$ cat config.mk
export PLATFORM = sky130hd
export DESIGN_NAME = sreg_branch_unit
export DESIGN_NICKNAME = d
export VERILOG_FILES = /design/src/rtl/sreg_branch_unit.sv
export SDC_FILE = /design/constraint.sdc
export NUM_CORES = 1
export LEC_CHECK = 0
export BUFFER_PORTS_ARGS = -buffer_cell sky130_fd_sc_hd__buf_2
export CORE_MARGIN = 3
export CORE_UTILIZATION = 45
export CTS_CLUSTER_SIZE = 16
export DETAILED_ROUTE_END_ITERATION = 12
export PLACE_DENSITY = 0.82
export SYNTH_ARGS = -nofsm -noshare
export SYNTH_HDL_FRONTEND = slang
export SYNTH_SLANG_ARGS = --single-unit
$ cat constraint.sdc
create_clock -name clk -period 2.8 [get_ports clk]
set_clock_uncertainty 0.2 [all_clocks]
set_input_delay 0.14 -clock clk [delete_from_list [all_inputs] [get_ports clk]]
set_output_delay 0.14 -clock clk [all_outputs]
set_load 0.01 [all_outputs]
$ cat src/rtl/sreg_branch_unit.sv
module sreg_branch_unit #(
  parameter int PC_W  = 10,
  parameter int OFF_W = 7
) (
  input  logic             clk,
  input  logic             rst_n,
  input  logic [7:0]       alu_mask,
  input  logic [7:0]       alu_flags,
  input  logic             flag_set,
  input  logic             flag_clr,
  input  logic [2:0]       flag_sel,
  input  logic             tsave_req,
  input  logic             tsave_val,
  input  logic [7:0]       tfill_in,
  input  logic [2:0]       tfill_pos,
  output logic [7:0]       tfill_out,
  input  logic             iret,
  input  logic             br_req,
  input  logic             br_nv,
  input  logic             br_when_set,
  input  logic [2:0]       br_sel,
  input  logic [OFF_W-1:0] br_off,
  input  logic             sk_req,
  input  logic             sk_bit,
  input  logic             sk_when_set,
  input  logic             sk_long,
  input  logic [PC_W-1:0]  pc_in,
  output logic [PC_W-1:0]  pc_next,
  output logic [1:0]       cycles,
  output logic [7:0]       sreg
);
  localparam int I_POS = 7;
  localparam int T_POS = 6;
  localparam int V_POS = 3;
  localparam int N_POS = 2;
  localparam int EXT_W = PC_W - OFF_W;

  logic [7:0]      flags_q, flags_d;
  logic            br_flag, br_take, sk_take;
  logic [PC_W-1:0] off_ext, pc_seq, pc_skip;

  always_comb begin
    flags_d = (flags_q & ~alu_mask) | (alu_flags & alu_mask);
    if (tsave_req) flags_d[T_POS] = tsave_val;
    if (iret)      flags_d[I_POS] = 1'b1;
    if (flag_set)      flags_d[flag_sel] = 1'b1;
    else if (flag_clr) flags_d[flag_sel] = 1'b0;
  end

  always_ff @(posedge clk or negedge rst_n)
    if (!rst_n) flags_q <= '0;
    else        flags_q <= flags_d;

  assign sreg = flags_q;

  always_comb begin
    tfill_out = tfill_in;
    tfill_out[tfill_pos] = flags_q[T_POS];
  end

  assign br_flag = br_nv ? (flags_q[N_POS] ^ flags_q[V_POS]) : flags_q[br_sel];
  assign br_take = br_req && (br_flag == br_when_set);
  assign sk_take = sk_req && !br_req && (sk_bit == sk_when_set);

  assign off_ext = {{EXT_W{br_off[OFF_W-1]}}, br_off};
  assign pc_seq  = pc_in + PC_W'(1);
  assign pc_skip = pc_in + (sk_long ? PC_W'(3) : PC_W'(2));

  assign pc_next = br_take ? (pc_seq + off_ext) : (sk_take ? pc_skip : pc_seq);
  assign cycles  = (br_take || sk_take) ? 2'd2 : 2'd1;
endmodule

* Yosys cells after proc, flatten, opt, wreduce, memory -nomap -nowiden
Index checks and enable logic that the tools add are counted.
** Storage, ports and cells
- Bits in registers :: 8
- Bits in latches :: 0
- RAM bits :: 0
- Memory bits (read-only) :: 0
- Input bits :: 64
- Output and inout bits :: 28
- Word-level logic and storage cells :: 42
- Memories kept :: 0
** Operators by class
- Add/subtract/negate cells :: 3
- Multiply operators :: 0
- Divide/modulo/power cells :: 0
- Magnitude comparators :: 5
- Equal/unequal tests :: 2
- Shift operators :: 0
- Muxes and demuxes :: 16
- Bitwise logic cells :: 8
- Reduce and logical (&&, ||, !) cells :: 7
** Operator list (count)
- 8-bit bitwise AND :: 3
- 10-bit 2-to-1 mux :: 2
- 8-bit 2-to-1 mux :: 2
- 8-bit inverter :: 2
- 8-bit OR :: 2
- 3-bit by 4-bit < comparator with 1-bit output (second input constant) :: 3
- 10-bit by 1-bit adder with 10-bit output (second input constant) :: 1
- 10-bit adder :: 1
- 10-bit by 2-bit adder with 10-bit output :: 1
- 8-bit bitwise mux :: 1
- 1-bit 2-to-1 mux :: 7
- 1-bit demux with 3-bit select :: 2
- 3-bit by 1-bit >= comparator with 1-bit output (second input constant) :: 2
- 1-bit logical AND :: 5
- 1-bit binary-select mux with 3-bit select :: 1
- 1-bit equality test :: 2
- 2-bit 2-to-1 mux :: 1
- 1-bit zero test :: 1
- 1-bit logical OR :: 1
- 1-bit XOR :: 1

* Depth between registers and ports, before layout
Gate-level depths: netlist of run 1.
- Depth after elaboration :: 8
- Gate-level depth with buffers :: 12
- Mapped depth without buffers :: 10

* Worst setup path before layout of run 1
No wires, ideal clock.
- Path type :: input to output
- Start :: input pc_in[2]
- End :: output pc_next[9]
- Data arrival time :: 2274 ps
- Data required time :: 2460 ps
- Path slack :: 186 ps
- Stages on the path :: 11
- Path buffers :: 2
- Cell sequence :: clkbuf_1 -> and3_1 -> clkbuf_1 -> nand3_1 -> xnor2_1 -> ha_1 -> a211o_1 -> o21ai_0 -> o21ai_0 -> xnor2_1 -> mux2i_1
** On the way
- Longest elaborated chain between the ends :: 3
- Elaborated cells between the ends (all ways) :: 5
- Classes of those cells :: add/sub: 3; mux: 2
** RTL lines
- start, declared :: line 27 : input logic [PC_W-1:0] pc_in,
- 10-bit by 1-bit adder with 10-bit output or 10-bit by 2-bit adder with 10-bit output (tied branches) :: line 66, 67
- 10-bit adder or 10-bit 2-to-1 mux (tied branches) :: line 69 : assign pc_next = br_take ? (pc_seq + off_ext) : (sk_take ? pc_skip : pc_seq);
- 10-bit 2-to-1 mux (*) :: line 69
- end, declared :: line 28 : output logic [PC_W-1:0] pc_next,
Mark *: on every way between the ends. The rest lies on a longest branch, timed or not.

* Worst setup path in the final report of run 1
- Start :: register flags_q[3], in the netlist sreg[3]
- End :: output pc_next[1]
** On the way
- Longest elaborated chain between the ends :: 6
- Elaborated cells between the ends (all ways) :: 7
- Classes of those cells :: eq/ne: 1; mux: 4; bitwise: 1; reduce/logical: 1
** RTL lines
- start, declared :: line 38 : logic [7:0] flags_q, flags_d;
- start signal, assigned :: line 52 : else flags_q <= flags_d;
- 1-bit binary-select mux with 3-bit select :: line 61 : assign br_flag = br_nv ? (flags_q[N_POS] ^ flags_q[V_POS]) : flags_q[br_sel];
- 1-bit 2-to-1 mux (not written as such) :: line 61
- 1-bit 2-to-1 mux (*) :: line 61
- 1-bit equality test (*) :: line 62 : assign br_take = br_req && (br_flag == br_when_set);
- 1-bit logical AND (*) :: line 62
- 10-bit 2-to-1 mux (*) :: line 69
Mark *: on every way between the ends. The rest lies on a longest branch, timed or not. The select of a mux whose other input is x is not followed.

==> results of run 1 <==
kinds of logic (layout without fill, tap and decap cells):
kind of cell / Yosys count / count (layout)
flops: 8 / 8
compound gates: 44 / 44
mux: 28 / 28
buf+inv: 13 / 117
simple gates: 53 / 53
fa+ha+maj: 13 / 13
xor+xnor: 28 / 28
per-layer routing:
| layer | vias to the layer above | routed length [um] |
|---|---|---|
| met5 | - | 0 |
| met3 | 8 | 335 |
| met1 | 785 | 1690 |
| met2 | 74 | 2090 |
| met4 | 0 | 89 |
| li1 | 890 | - |
through the flow:
stage | utilization (%) | hold slack (ns) | TNS, ns
finish | 69.4 | 0.0275 | 0
global route | 69.4 | 0.0448 | -0.148
CTS | 68.2 | 0.000757 | 0
detailed placement | 64.7 | -0.216 | 0
global placement | 64.7 | -0.218 | 0
floorplan | - | -0.356 | 0
repair_timing:
item                       CTS  global route
hold buffers                 9             0
setup endpoints to repair    0             6
resized for setup            0             3
buffers inserted             0             4
hold endpoints to repair    15             0
placed cells by master, fill, tap and decap left out, types with 3 or more instances in the layout:
| master | instances |
|---|---|
| mux2_2 | 11 |
| nand2b_1 | 9 |
| o21ai_0 | 16 |
| buf_4 | 7 |
| ha_1 | 12 |
| nand2_1 | 13 |
| xor2_1 | 13 |
| nor3_1 | 3 |
| a21oi_1 | 8 |
| inv_1 | 6 |
| o221ai_1 | 5 |
| nor2_1 | 7 |
| nand3_1 | 11 |
| dlygate4sd3_1 | 9 |
| dfrtp_1 | 8 |
| xnor2_1 | 15 |
| clkbuf_4 | 3 |
| buf_2 | 91 |
| mux2i_1 | 12 |
report_power, final:
part	internal, W	total, W	leakage (nW)	switching [W]
clock	0.0000489	0.0000858	0.0138	0.0000369
sequential	0.000129	0.000141	0.0904	0.0000122
combinational	0.000234	0.000452	0.968	0.000217
total	0.000412	0.000679	1.07	0.000267
cell type report:
class / instances / area, um2
fill: 274 / 980
tap: 44 / 55.1
clock buffer: 3 / 22.5
timing repair buffer: 108 / 609
sequential: 8 / 200
multi-input combinational: 166 / 1310
inverter: 6 / 22.5
path summary, 6_finish.rpt:
kind	from	to	slack, ns
worst min-delay path	tsave_req	sreg[6]	0.03
max in group asynchronous	rst_n	sreg[4]	2.19
worst max-delay path	sreg[3]	pc_next[1]	0.08
worst max register to register	sreg[1]	sreg[1]	1.28
min in group asynchronous	rst_n	sreg[1]	0.04
worst min register to register	sreg[4]	sreg[4]	0.46
worst max-delay path, stage by stage, from the launching register on:
cell	delay, ns
dfrtp_1	0.42
mux4_2	0.49
mux2i_2	0.17
xnor2_1	0.15
nor3b_2	0.07
a31oi_2	0.15
buf_6	0.18
mux2_2	0.34
buf_2	0.14
==> impl_results.md, run 1 <==
- Setup crit end kind: primary output
- Req. time, crit path: 2.46 ns
- Largest net degree at the start of global routing: 13
- Antenna-violating nets left: 0
- Final slew viol count: 0
- Post-route setup slack: 0.0816 ns
- Most used routing layer: met2
- Worst slew pin tran: 0.356 ns
- DP Area: 2070 um2
- Count of input and output buffers: 91
- Post-synth top cells: o21ai_0, xnor2_1, mux2i_1, nand2_1, xor2_1
- CTS Sinks: 8
- DP Cell Count: 319
- Design Area, Final: 2220 um2
- Maximum vdd drop: 225 uV
- Largest family of logic cells by synthesized area: multiplexers
- Io pins: 92
- Post-synthesis mux area share: 20.9%
- RD Place Congestion: 0.983
- Area growth from synthesis to layout: 41.3%
- Global routing usage on met3: 3.25%
- Simple-gate share of the synthesized area: 18.0%
- Crit path max fanout: 12
- Avg Cell Area, Syn: 8.42 um2
- RSZ-0062 raised after global routing: true
- Final setup violation count: 0
- Worst hold path class: in -> reg
- Met2 GRT Util: 35.1%
- Cell row count: 20
- Total wire length: 4200 um
- CP Data Arrival Time: 2.38 ns
- Cell area after synthesis: 1570 um2
- DRC: 0
- GRT Util Overall: 20.0%
- Worst Setup Path Type: reg -> out
- DR vias: 1757
- Mapped Cells: 187
- Number of synthesized register bits: 8
- Final Hold Fails: 0
- Clk Latency, worst-skew pair: 0.25 ns
- EDFF count, synth: 0
- Root buf cell: clkbuf_4
- Post-synth ARST share: 100%
- XOR/XNOR Fraction of Synth Area: 15.6%
- Vias in the first global route: 1599
- Pwr dens: 305 nW/um2
- H-Tree Level Count: 1
- Crit share post-route: 97.1%
- Share of the synthesized area in the top cell type: 12.7%
- Startpoint types: register
- Clock Pin Slew Worst Setup and Hold Paths: 0.05 ns
- FMAX: 368 MHz
- Post-DP HPWL: 3510 um
- Max reg flops: 8
- Initial antenna violation count: 0
- Overflow after GRT: 0
- Die height: 65.1 um
- Tmin final: 2.72 ns
- Antenna diodes: 0
- Die area: 4240 um2
- Starting density of the core: 49.1%
- First-pass GRT wire length: 6710 um
- Synth cell types: 36
- Layout cell share with drive strength beyond 1: 41.6%
- Count leader, synth: o21ai_0
- Slew margin rel.: 75.6%
- Routed len/inst: 12.5 um
- Final net count: 370
- Reg2Reg Depth: 3
- Compound-Gate Fraction of Synth Area: 18.0%
- Status: finished, final reports clean
- Non-filler cells, final: 335
- Clk buf depth: 2
- Max Cap Viol: 0
- Hold Path Depth: 4
- Initial DRT Pass Iterations: 4
- Post-synthesis adder-cell area fraction: 10.8%
- Synth Flop Type: dfrtp_1
- Routing usage on met1: 23.8%
- Largest cells by area after synthesis: dfrtp_1, ha_1, xnor2_1
- Total Power: 0.000679 W
- Largest area contributor in the netlist: dfrtp_1
- Sequential-to-total area share from yosys stat: 12.7%
- Pleak: 1.07 nW
- Clock tree from TritonCTS: done
- Syn_nets: 264
- Die width: 65.1 um
- Drt first-iter violations: 105
- Synth Warn #: 0
- Num CTS Buffers: 3
- Core area: 3200 um2
- Via density per instance: 5.24
- Pre-CTS WS: 0.107 ns
Note: power is estimated with default switching activity, not from simulation.
==> run 2: changes to the inputs <==
--- a/config.mk
+++ b/config.mk
@@ -7,10 +7,10 @@
 export LEC_CHECK = 0
 export BUFFER_PORTS_ARGS = -buffer_cell sky130_fd_sc_hd__buf_2
 export CORE_MARGIN = 3
-export CORE_UTILIZATION = 45
+export CORE_UTILIZATION = 30
 export CTS_CLUSTER_SIZE = 16
 export DETAILED_ROUTE_END_ITERATION = 12
-export PLACE_DENSITY = 0.82
+export PLACE_DENSITY = 0.59
 export SYNTH_ARGS = -nofsm -noshare
 export SYNTH_HDL_FRONTEND = slang
 export SYNTH_SLANG_ARGS = --single-unit
==> impl_results.md, run 2 (synthesized netlist as in run 1, its figures left out) <==
- Largest net degree at the start of global routing: 13 (unchanged)
- Overflow after GRT: 0 (unchanged)
- Clk buf depth: 2 (unchanged)
- DP Cell Count: 344 (was 319)
- Max reg flops: 8 (unchanged)
- GRT Util Overall: 14.3% (was 20.0%)
- Final Util: 45.9% (was 69.4%)
- Clock tree from TritonCTS: done (unchanged)
- Worst hold path class: in -> reg (unchanged)
- Non-filler cells, final: 352 (was 335)
- Initial antenna violation count: 0 (unchanged)
- CP Cell Sequence: mux4_2 -> mux2i_1 -> xnor2_1 -> nor3b_2 -> a31oi_2 -> buf_12 -> mux2_2 -> buf_2 (was mux4_2 -> mux2i_2 -> xnor2_1 -> nor3b_2 -> a31oi_2 -> buf_6 -> mux2_2 -> buf_2)
- Starting density of the core: 32.3% (was 49.1%)
- RD Place Congestion: 0.838 (was 0.983)
- Filler instances: 480 (was 274)
- Status: finished, final reports clean (unchanged)
- First-pass GRT wire length: 7360 um (was 6710 um)
- Die height: 78.4 um (was 65.1 um)
- Tmin final: 2.70 ns (was 2.72 ns)
- Worst Setup Path Type: reg -> out (unchanged)
- Slew margin rel.: 72.1% (was 75.6%)
- DR vias: 1709 (was 1757)
- Final setup violation count: 0 (unchanged)
- CP Data Arrival Time: 2.36 ns (was 2.38 ns)
- Clock Pin Slew Worst Setup and Hold Paths: 0.04 ns (was 0.05 ns)
- Max Cap Viol: 0 (unchanged)
- Routing usage on met1: 17.1% (was 23.8%)
- Count of input and output buffers: 91 (unchanged)
- Antenna-violating nets left: 0 (unchanged)
- Total wire length: 4400 um (was 4200 um)
- Most used routing layer: met2 (unchanged)
- Num CTS Buffers: 3 (unchanged)
- CP peak stage delay: 0.47 ns (was 0.49 ns)
- Met2 GRT Util: 27.0% (was 35.1%)
- Final slew viol count: 0 (unchanged)
- Core area: 4880 um2 (was 3200 um2)
- Layout cell share with drive strength beyond 1: 43.2% (was 41.6%)
- Area growth from synthesis to layout: 42.3% (was 41.3%)
- Antenna diodes: 0 (unchanged)
- Cell row count: 25 (was 20)
- Global routing usage on met3: 1.95% (was 3.25%)
- Slowest cell on the critical path: mux4_2 (unchanged)
- Routed len/inst: 12.5 um (about the same)
- Final Hold Fails: 0 (unchanged)
- Via density per instance: 4.86 (was 5.24)
- CTS Sinks: 8 (unchanged)
- Io pins: 92 (unchanged)
- Pleak: 1.07 nW (about the same)
- Worst slew pin tran: 0.406 ns (was 0.356 ns)
- RSZ-0062 raised after global routing: false (was true)
- DRC: 0 (unchanged)
- Crit path max fanout: 10 (was 12)
- Crit share post-route: 96.3% (was 97.1%)
- Req. time, crit path: 2.46 ns (about the same)
- Commonest non-fill, non-tap cell in the layout: buf_2 (unchanged)
- Setup crit end kind: primary output (unchanged)
- Root buf cell: clkbuf_8 (was clkbuf_4)
- H-Tree Level Count: 1 (unchanged)
- Vias in the first global route: 1711 (was 1599)
- Die area: 6150 um2 (was 4240 um2)
- Commonest non-fill, non-tap cells in the layout: buf_2, o21ai_0, xnor2_1 (unchanged)
- Drt first-iter violations: 28 (was 105)
- Die width: 78.4 um (was 65.1 um)
- Post-DP HPWL: 3820 um (was 3510 um)
- Clk Latency, worst-skew pair: 0.22 ns (was 0.25 ns)
- Maximum vdd drop: 322 uV (was 225 uV)
- Final net count: 364 (was 370)
- Pwr dens: 326 nW/um2 (was 305 nW/um2)
- Startpoint types: register (unchanged)
- FMAX: 371 MHz (was 368 MHz)
- Initial DRT Pass Iterations: 4 (unchanged)
run 2: cell types whose count changed in the layout (fill, tap and decap cells not counted), sizes merged:
cell / change
dlygate4sd3: -6
run 2: repair_timing:
item,4_1_cts,5_1_grt
endpoints found under the hold margin,11,0
buffers inserted,0,2
resized for setup,1,3
endpoints found under the setup margin,1,4
hold buffers,3,0
run 2: worst max-delay path: cells and delay by family (launching register included):
kind	cells	cell delay, ns
xor gates and xnor gates	1	0.15
muxes	3	0.96
DFF	1	0.42
buffers and inverters	2	0.31
and+or+nand+nor	1	0.07
AOI/OAI and AO/OA	1	0.20
run 2: cell type report:
cell class              instances  area (um2)  area share [%]
flip-flops and latches          8         200            8.94
multi-input cells             166        1320            59.0
repair buffers                102         571            25.5
clock buffers                   3        41.3            1.84
inverters                       6        22.5            1.01
well taps                      67        83.8            3.74
run 2: power by group:
group          internal (W)  total [W]  switching (W)  leakage [nW]
Combinational      0.000237   0.000457       0.000220         0.956
Clock             0.0000927   0.000133      0.0000405        0.0216
Sequential         0.000129   0.000141      0.0000117        0.0904
Total              0.000458   0.000731       0.000273          1.07
run 2: per-stage QoR:
stage | cell area (um2) | setup TNS (ns) | total power (W) | worst slack (ns) | hold WS [ns]
2_1_floorplan | 1570 | 0 | 0.000414 | 0.186 | -0.356
3_3_place_gp | 2130 | 0 | 0.000578 | 0.0679 | -0.210
3_5_place_dp | 2130 | -0.00386 | 0.000582 | -0.00386 | -0.213
4_1_cts | 2200 | 0 | 0.000722 | 0.0623 | 0.00477
5_1_grt | 2240 | 0 | 0.000795 | 0.00271 | 0.0181
6_report | 2240 | 0 | 0.000731 | 0.105 | 0.00469
run 2: final timing paths:
check                           slack, ns    endpoint        start  depth (start not counted)
worst max-delay path                 0.10  pc_next[1]      sreg[2]                          8
worst min-delay path                0.005     sreg[1]  flag_sel[1]                          2
worst max register to register       1.56     sreg[6]      sreg[6]                          5
worst min register to register       0.39     sreg[1]      sreg[1]                          2
max in group asynchronous            2.16     sreg[6]        rst_n                          2
min in group asynchronous            0.07     sreg[3]        rst_n                          2
run 2: per-layer routing:
metal / vias up / wire length [um]
met1: 761 / 1810
li1: 880 / -
met4: 0 / 17
met3: 2 / 322
met5: - / 0
met2: 66 / 2260
